--- src/rtl/thr_mon_pkg.sv ---
package thr_mon_pkg;
    localparam int NCH  = 8;
    localparam int CW   = $clog2(NCH);
    localparam int TW   = 4;
    localparam int NTMR = 3;

    localparam logic [7:0] A_STLO   = 8'h0A;
    localparam logic [7:0] A_STHI   = 8'h0B;
    localparam logic [7:0] A_NCH    = 8'h0F;
    localparam logic [7:0] A_TMRA   = 8'h44;
    localparam logic [7:0] A_TMRBC  = 8'h45;
    localparam logic [7:0] A_RUN    = 8'h46;
    localparam logic [7:0] A_CONV   = 8'h47;
    localparam logic [7:0] A_CHBASE = 8'h60;
    localparam logic [7:0] A_CHEND  = 8'(A_CHBASE + 8 * NCH);

    localparam logic [1:0] ISEL_NONE = 2'd3;

    typedef enum logic [2:0] {
        B_SEL, B_LO0, B_LO1, B_HI0, B_HI1, B_IVL, B_CTL, B_EN
    } ch_byte_e;

    typedef struct packed {
        logic [7:0]  sel;
        logic [15:0] lo;
        logic [15:0] hi;
        logic [1:0]  isel;
        logic [7:0]  ctl;
        logic        meas;
        logic        hi_ie;
        logic        lo_ie;
    } ch_cfg_t;

    localparam ch_cfg_t CFG_RST = '{sel: 8'h00, lo: 16'h0000, hi: 16'hFFFF,
                                   isel: ISEL_NONE, ctl: 8'h00,
                                   meas: 1'b0, hi_ie: 1'b0, lo_ie: 1'b0};

    function automatic logic in_chan(input logic [7:0] a);
        return (a >= A_CHBASE) && (a < A_CHEND);
    endfunction

    function automatic logic [CW-1:0] chan_of(input logic [7:0] a);
        logic [7:0] off;
        off = a - A_CHBASE;
        return off[CW+2:3];
    endfunction

    function automatic logic [CW-1:0] lowest(input logic [NCH-1:0] v);
        logic [CW-1:0] r;
        r = '0;
        for (int i = NCH - 1; i >= 0; i--)
            if (v[i]) r = CW'(i);
        return r;
    endfunction
endpackage

--- src/rtl/thr_mon_timers.sv ---
module thr_mon_timers
    import thr_mon_pkg::*;
#(
    parameter int UNIT_CYCLES = 50000
) (
    input  logic                      clk,
    input  logic                      rst,
    input  logic                      run,
    input  logic [NTMR-1:0][TW-1:0]   code,
    output logic [NTMR-1:0]           fire
);
    localparam int PW = (UNIT_CYCLES > 1) ? $clog2(UNIT_CYCLES) : 1;

    logic [PW-1:0] pre;
    logic          unit;

    assign unit = run && (pre == PW'(UNIT_CYCLES - 1));

    always_ff @(posedge clk) begin
        if (rst || !run || unit) pre <= '0;
        else                     pre <= pre + 1'b1;
    end

    for (genvar k = 0; k < NTMR; k++) begin : g_tmr
        logic [TW-1:0] cnt;
        always_ff @(posedge clk) begin
            if (rst || !run)  cnt <= '0;
            else if (unit)    cnt <= (cnt >= code[k]) ? '0 : cnt + 1'b1;
        end
        assign fire[k] = unit && (cnt >= code[k]);
    end
endmodule

--- src/rtl/thr_mon_arb.sv ---
module thr_mon_arb
    import thr_mon_pkg::*;
(
    input  logic           clk,
    input  logic           rst,
    input  logic           run,
    input  logic [NCH-1:0] due,
    input  logic           done,
    output logic           busy,
    output logic [CW-1:0]  cur
);
    logic [NCH-1:0] pend;
    logic [NCH-1:0] grant;
    logic           start;

    assign start = run && !busy && (|pend);
    assign grant = start ? (NCH'(1) << lowest(pend)) : '0;

    always_ff @(posedge clk) begin
        if (rst || !run) pend <= '0;
        else             pend <= (pend | due) & ~grant;
    end

    always_ff @(posedge clk) begin
        if (rst) begin
            busy <= 1'b0;
            cur  <= '0;
        end else if (start) begin
            busy <= 1'b1;
            cur  <= lowest(pend);
        end else if (busy && done) begin
            busy <= 1'b0;
        end
    end

    // A completed request closes before any new one opens.
    p_single_open_r7: assert property (@(posedge clk) disable iff (rst)
        (busy && done) |=> !busy);
endmodule

--- src/rtl/thr_mon_bank.sv ---
module thr_mon_bank
    import thr_mon_pkg::*;
#(
    parameter int UNIT_CYCLES = 50000
) (
    input  logic        clk,
    input  logic        rst,
    input  logic        wr_en,
    input  logic [7:0]  addr,
    input  logic [7:0]  wdata,
    output logic [7:0]  rdata,
    output logic        smp_req,
    output logic [2:0]  smp_chan,
    output logic [7:0]  smp_sel,
    input  logic        smp_valid,
    input  logic [15:0] smp_code,
    output logic        irq
);
    ch_cfg_t                    cfg [NCH];
    logic [NTMR-1:0][TW-1:0]    tcode;
    logic                       run;
    logic [NCH-1:0]             st_lo, st_hi, due;
    logic [NTMR-1:0]            fire;
    logic                       busy;
    logic [CW-1:0]              cur;
    logic                       conv_pulse;
    logic                       chan_wr;
    logic [CW-1:0]              wch;

    assign chan_wr    = wr_en && in_chan(addr);
    assign wch        = chan_of(addr);
    assign conv_pulse = wr_en && (addr == A_CONV) && wdata[7] && run;

    // Register writes
    always_ff @(posedge clk) begin
        if (rst) begin
            for (int n = 0; n < NCH; n++) cfg[n] <= CFG_RST;
            tcode[0] <= 4'd3;
            tcode[1] <= 4'd10;
            tcode[2] <= 4'd4;
            run      <= 1'b0;
        end else if (wr_en) begin
            case (addr)
                A_TMRA:  tcode[0] <= wdata[3:0];
                A_TMRBC: begin
                    tcode[1] <= wdata[7:4];
                    tcode[2] <= wdata[3:0];
                end
                A_RUN:   run <= wdata[7];
                default: if (in_chan(addr)) begin
                    case (ch_byte_e'(addr[2:0]))
                        B_SEL: cfg[wch].sel      <= wdata;
                        B_LO0: cfg[wch].lo[7:0]  <= wdata;
                        B_LO1: cfg[wch].lo[15:8] <= wdata;
                        B_HI0: cfg[wch].hi[7:0]  <= wdata;
                        B_HI1: cfg[wch].hi[15:8] <= wdata;
                        B_IVL: cfg[wch].isel     <= wdata[1:0];
                        B_CTL: cfg[wch].ctl      <= {2'b00, wdata[5:0]};
                        B_EN:  begin
                            cfg[wch].meas  <= wdata[7];
                            cfg[wch].hi_ie <= wdata[1];
                            cfg[wch].lo_ie <= wdata[0];
                        end
                        default: ;
                    endcase
                end
            endcase
        end
    end

    // Due generation from timers and one-shot trigger
    always_comb begin
        logic [3:0] fx;
        fx = {1'b0, fire};
        for (int n = 0; n < NCH; n++)
            due[n] = run && cfg[n].meas &&
                     (conv_pulse || (cfg[n].isel != ISEL_NONE && fx[cfg[n].isel]));
    end

    thr_mon_timers #(.UNIT_CYCLES(UNIT_CYCLES)) u_tmr (
        .clk(clk), .rst(rst), .run(run), .code(tcode), .fire(fire)
    );

    thr_mon_arb u_arb (
        .clk(clk), .rst(rst), .run(run), .due(due), .done(smp_valid),
        .busy(busy), .cur(cur)
    );

    assign smp_req  = busy;
    assign smp_chan = 3'(cur);
    assign smp_sel  = cfg[cur].sel;

    // Sticky crossing flags
    always_ff @(posedge clk) begin
        if (rst) begin
            st_lo <= '0;
            st_hi <= '0;
        end else begin
            for (int n = 0; n < NCH; n++) begin
                if (chan_wr && wch == CW'(n)) begin
                    st_lo[n] <= 1'b0;
                    st_hi[n] <= 1'b0;
                end else if (busy && smp_valid && cur == CW'(n) && cfg[n].meas) begin
                    if (smp_code < cfg[n].lo) st_lo[n] <= 1'b1;
                    if (smp_code > cfg[n].hi) st_hi[n] <= 1'b1;
                end
            end
        end
    end

    always_comb begin
        logic [NCH-1:0] act;
        for (int n = 0; n < NCH; n++)
            act[n] = cfg[n].meas && ((st_lo[n] && cfg[n].lo_ie) || (st_hi[n] && cfg[n].hi_ie));
        irq = |act;
    end

    // Read mux
    always_comb begin
        ch_cfg_t rc;
        rc    = cfg[wch];
        rdata = 8'h00;
        case (addr)
            A_STLO:  rdata = st_lo;
            A_STHI:  rdata = st_hi;
            A_NCH:   rdata = 8'(NCH);
            A_TMRA:  rdata = {4'h0, tcode[0]};
            A_TMRBC: rdata = {tcode[1], tcode[2]};
            A_RUN:   rdata = {run, 7'b0};
            default: if (in_chan(addr)) begin
                case (ch_byte_e'(addr[2:0]))
                    B_SEL: rdata = rc.sel;
                    B_LO0: rdata = rc.lo[7:0];
                    B_LO1: rdata = rc.lo[15:8];
                    B_HI0: rdata = rc.hi[7:0];
                    B_HI1: rdata = rc.hi[15:8];
                    B_IVL: rdata = {6'b0, rc.isel};
                    B_CTL: rdata = rc.ctl;
                    B_EN:  rdata = {rc.meas, 5'b0, rc.hi_ie, rc.lo_ie};
                    default: rdata = 8'h00;
                endcase
            end
        endcase
    end

    // An open request keeps its channel until answered.
    p_req_hold_r7: assert property (@(posedge clk) disable iff (rst)
        (smp_req && !smp_valid) |=> (smp_req && smp_chan == $past(smp_chan)));

    // Set flags survive every cycle without a write to a channel group.
    p_sticky_lo_r5: assert property (@(posedge clk) disable iff (rst)
        !chan_wr |=> ((st_lo & $past(st_lo)) == $past(st_lo)));
    p_sticky_hi_r5: assert property (@(posedge clk) disable iff (rst)
        !chan_wr |=> ((st_hi & $past(st_hi)) == $past(st_hi)));

    // No request starts while the run bit is clear.
    p_no_start_idle_r9: assert property (@(posedge clk) disable iff (rst)
        !run |=> !$rose(smp_req));
endmodule

--- config.mk ---
export PLATFORM = sky130hd
export DESIGN_NAME = thr_mon_bank
export DESIGN_NICKNAME = d
export VERILOG_FILES = /design/src/rtl/thr_mon_pkg.sv /design/src/rtl/thr_mon_timers.sv /design/src/rtl/thr_mon_arb.sv /design/src/rtl/thr_mon_bank.sv
export SDC_FILE = /design/constraint.sdc
export NUM_CORES = 1
export LEC_CHECK = 0
export BUFFER_PORTS_ARGS = -buffer_cell sky130_fd_sc_hd__buf_2
export CORE_UTILIZATION = 50
export DETAILED_ROUTE_END_ITERATION = 7
export PLACE_DENSITY = 0.66
export SETUP_SLACK_MARGIN = 0.05
export SLEW_MARGIN = 20
export SYNTH_ARGS = -nofsm -noshare
export SYNTH_HDL_FRONTEND = slang
export SYNTH_SLANG_ARGS = --single-unit
--- constraint.sdc ---
create_clock -name clk -period 7.6 [get_ports clk]
set_clock_uncertainty 0.15 [all_clocks]
set_input_delay 1.52 -clock clk [delete_from_list [all_inputs] [get_ports clk]]
set_output_delay 1.52 -clock clk [all_outputs]
set_load 0.1 [all_outputs]
Yosys cells after proc, flatten, opt, wreduce, memory -nomap -nowiden:

Memory sizes are Yosys's and may differ from the RTL's. A register that Yosys moved wholly into a read port is not among the register bits.
Cells that the tools add are included.
Widths: inputs -> output; s select.

* register bits after elaboration: 69
* bits in writable memories: 408
* memories kept: 1
* input port bits: 36
* word-level logic and storage cells: 330
* output and inout bits: 21

* eq/ne operators: 37
* reduce and logical (&&, ||, !) cells: 139
* shifts and indexed selects: 1
* $add $sub $neg: 5
* magnitude comparators: 29
* bitwise gates (word level): 3
* mux-type cells: 88

Memories
* cfg: depth 8, bits a word 51, read ports 10, clocked after Yosys merged registers in 1, write ports 8, line thr_mon_bank.sv:19 `ch_cfg_t cfg [NCH];`

Operator list (number)
* $gt 16x16->1: 8
* $lt 16x16->1: 8
* $logic_and 1x1->1: 84
* $pmux 8 s8: 1
* $mux 1: 60
* $mux 51: 1
* $reduce_or 51->1: 1
* $pmux 8 s6: 1
* $reduce_and 2->1: 19
* $eq 3x3->1 const B: 12
* $mux 3: 11
* $eq 8x7->1 const B: 4
* $eq 8x4->1 const B: 3
* $lt 2x3->1 const B: 8
* $mux 8: 3
* $eq 3x2->1 const B: 6
* $logic_or 1x1->1: 18
* $add 16x1->16 const B: 1
* $bmux 1 s2: 8
* $eq 16x16->1 const B: 1
* $ne 2x2->1 const B: 8
* $reduce_or 2->1: 8
* $reduce_or 8->1: 2
* $add 4x1->4 const B: 3
* other kinds (14): 23

Logic depth before layout (Yosys ltp):

* depth after elaboration: 12
* gate-level depth with buffers: 10
* gate-level depth less buffers: 8

Cells and area by module:

A second synthesis with hierarchy kept.

* cells, all modules: 2715
* area, all modules: 29932.5 um^2

Modules (own cells, without submodules)
* thr_mon_bank: cells an instance 2466, instances 1, area an instance 27834.2 um^2, seq. area each 12832.3 um^2
* thr_mon_timers: cells an instance 189, instances 1, area an instance 1549.0 um^2, seq. area each 560.5 um^2
* thr_mon_arb: cells an instance 60, instances 1, area an instance 549.3 um^2, seq. area each 240.2 um^2

Worst setup path before layout:

OpenSTA, ideal clock, no wires.

* path type: input-to-output
* start point: input port addr[3]
* end point: output port rdata[3]
* data required time: 5930 ps
* path slack: -57 ps
* arrival time: 5987 ps
* buffers on the path: 3
* cell stages on the path: 6
* cells stage by stage: buf_2 -> buf_2 -> buf_4 -> nor3_1 -> nand3_1 -> o311ai_0

* cells in the longest elaborated chain, start to end: 5
* elaborated cells on any way between the ends: 14
* classes of those cells: add/sub: 1; order compare: 2; eq/ne: 6; mux: 3; reduce/logical: 1; memory: 1

Ends and longest elaborated chain
* from (decl): line thr_mon_bank.sv:9 `input logic [7:0] addr,`
* $sub 6x6->6: line thr_mon_pkg.sv:44 `off = a - A_CHBASE;`
* $mem_v2 8x51
* $pmux 8 s8: line thr_mon_bank.sv:131 `case (ch_byte_e'(addr[2:0]))`
* $mux 8: line thr_mon_bank.sv:130 `default: if (in_chan(addr)) begin`
* $pmux 8 s6 *: line thr_mon_bank.sv:123 `case (addr)`
* to (decl): line thr_mon_bank.sv:11 `output logic [7:0] rdata,`

Mark *: on every way between the ends. The rest lies on a longest branch, timed or not.

Final worst setup path:

* start point: input port addr[3]
* end point: output port rdata[4]

The elaborated chain is that of the path after synthesis.

==> flow_summary.yaml <==
synth:
  synth_cell_types: 71
  async_flop_share: 0
  yosysSeqAreaShare: 0.4604
  ys_top_cells_by_area: "edfxtp_1 (41%), ha_1 (11%), mux4_2 (8.0%), dfxtp_1 (4.8%), and2_1 (3.9%)"
  synth_edf_count: 408
  synth_cells: 2730
  ys_warn_count: 0
  synth_nets: 3030
  syn_avg_cell_area_um2: 10.89
  ys_ff_latch: 480
  synth.cell_area_um2: 29740
  yosysTopAreaCellShare: 0.4119
  synth.largest_area_cell: "edfxtp_1"
  synthFlopType: "edfxtp_1"
  synthTopCellsByCount: "edfxtp_1 (408), inv_1 (271), ha_1 (264)"
  synth.most_common_cell: "edfxtp_1"
pwr:
  seqPwrFrac: 0.465
  p_leak_uw: 0.01284
  combPwrFrac: 0.122
  switching_share: 0.2625
  p_per_area_nw_per_um2: 202.1
  clock_power_share: 0.414
  power.internal_uw: 4844
  netSwitchingPower_uw: 1724
  ir_worst_vdd_uv: 189.6
global_route:
  track_usage: 0.3222
  grt_max_degree: 73
  gr-total-overflow: 0
  grt_pass1_vias: 22298
  antenna_found_initial: 7
  grt_first_pass_wirelength_um: 143100
drt:
  wl_met2_um: 44560
  vias: 22761
  highest_layer: "met5"
  wl_met1_um: 38440
  drtAntennaViolNets: 0
  drc_errors: 0
  viasPerCell: 6.424
  finalWirelength_um: 96770
  dr.pass1.iters: 6
  drt_iter0_drc: 2544
  wl_per_cell_um: 27.31
  met3_length_um: 9821
worst_setup_path:
  timing.rr.end: "u_arb.pend[2]"
  crit_path_start: "addr[3]"
  arrival_ns: 4.56
  cp_max_fo: 64
  endpoint_kind: "primary output"
  rrSetupSlack_ns: 4.51
  crit_path_start_kind: "input pin"
  worst-r2r-cell-count: 8
  r2r_start: "u_tmr.g_tmr[1].cnt[0]"
  crit_required_ns: 5.93
  crit_type: "input pin to primary output"
clock_tree:
  cts_sinks: 480
  cts_resized: 0
  post-cts-setup-buffer-count: 0
  postCtsHoldBufs: 0
  root_buffer: "clkbuf_16"
  cts_tree: "done"
  clkSlewWorstSetupHoldPaths_ns: 0.06
  insertion_delay_ns: 0.63
  clockBufferDepth: 3
  cts_buffers: 53
  cts_max_level: 2
sta:
  hold_viol: 0
  hold_slack_ns: 0.2982
  setup_viol: 0
  relSlewSlack: 0.2856
  worst_slew_pin_slew_ns: 1.069
  period_share: 0.8197
  rsz0062_at_grt: "no"
  min_period_ns: 6.230
  max_freq_mhz: 160.5
  tns_ns: 0
  final_max_slew_viol_count: 0
layout:
  fin_util: 0.5516
  drive_above_1_share: 0.1258
  regArea_um2: 13690
  final_nets: 3021
  multi_input_area_um2: 14360
  syn_to_final_growth_pct: 9.255
  nFillCells: 4956
run_status:
  status: "complete, no violations"
floorplanning:
  core.rowCount: 89
  die_w_um: 245.9
  fp.coreArea_um2: 58910
  start_util: 0.5049
  die_h_um: 245.9
  fp.dieArea_um2: 60460
  ios: 57
worst_hold_path:
  min_from: "u_tmr.pre[0]"
  hold_class: "flop to flop"
  min_delay_worst_endpoint: "u_tmr.pre[0]"
  min_delay_path_depth: 1
placement:
  gp_congestion: 0.9991
  dp_hpwl_um: 69730
  numPortBuffers: 56
flow_run:
  drv_cap: 0
[cell type report]
cell class,instances,share of cell area
diodes,4,0.0003080
repair buffers,96,0.01871
inverters,272,0.03142
flip-flops and latches,480,0.4214
clock inverters,25,0.008625
multi-input cells,1818,0.4420
well taps,773,0.02976
clock buffers,75,0.04775
[sequential cells by signal, indices dropped and copies added, names as in the netlist, named ones only]
| name | flops |
|---|---|
| cfg | 408 |
| u_tmr.pre | 16 |
| tcode | 12 |
| u_tmr.g_tmr.cnt | 12 |
| st_hi | 8 |
| st_lo | 8 |
| u_arb.pend | 8 |
| u_arb.cur | 3 |
| run | 1 |
| u_arb.busy | 1 |
[worst max-delay path, stage by stage]
cell	delay [ns]
buf_6	0.62
nand2_1	0.34
nor4b_1	0.90
a22oi_1	0.19
nand2_1	0.16
a21o_1	0.22
buf_2	0.47
[metrics by stage]
stage / power [uW] / area [um^2] / worst slack (ns) / cells
after CTS: 6565 / 32470 / 1.467 / 3539
after global placement: 3856 / 30640 / 1.446 / 3439
final: 6568 / 32490 / 1.370 / 3543
after floorplan: 3571 / 29740 / 1.065 / 2730
after global routing: 6747 / 32490 / 1.131 / 3541
after detailed placement: 3888 / 30640 / 1.476 / 3439
[cell usage in the layout, fill, tap and decap left out, types with 85 or more instances in the layout]
| master | n |
|---|---|
| edfxtp_1 | 408 |
| inv_1 | 271 |
| ha_1 | 264 |
| and2_1 | 185 |
| nor2_1 | 151 |
| or3_1 | 120 |
| a21oi_1 | 115 |
| nand2_1 | 114 |
| mux4_2 | 106 |
| nor3_1 | 92 |
| o21ai_0 | 85 |
[cell families (layout without fill, tap and decap cells)]
kind of cell    Yosys count  count (layout)  share of synthesized area
fa+ha+maj               264             264                     0.1111
mux                     141             141                    0.09247
compound gates          453             453                     0.1010
simple gates            949             949                     0.1745
other cells               0               4                          0
buf+inv                 432             468                    0.05730
xor+xnor                 11              11                   0.003239
flops                   480             480                     0.4604
[how the worst max path moves through the flow]
stage | cells after the start | to | slack [ns]
after CTS | 7 | rdata[4] | 1.47
final | 7 | rdata[4] | 1.37
after detailed placement | 8 | rdata[2] | 1.48
after global routing | 7 | rdata[4] | 1.13
after floorplan | 8 | rdata[7] | 1.07
after global placement | 8 | rdata[0] | 1.45
[power by group through the flow]
stage	Clock [uW]	Combinational [uW]	Sequential, uW
finish	2720	800	3050
detailed placement	0	784	3100
CTS	2730	789	3050
global placement	0	753	3100
global route	2830	861	3060
floorplan	0	518	3050
[routing by layer]
| metal | track usage | up-vias |
|---|---|---|
| li1 | - | 10024 |
| met1 | 0.4337 | 11294 |
| met2 | 0.5098 | 1208 |
| met3 | 0.06581 | 231 |
| met4 | 0.1266 | 4 |
| met5 | 0 | - |
No activity file was read; power rests on OpenSTA's default activity.
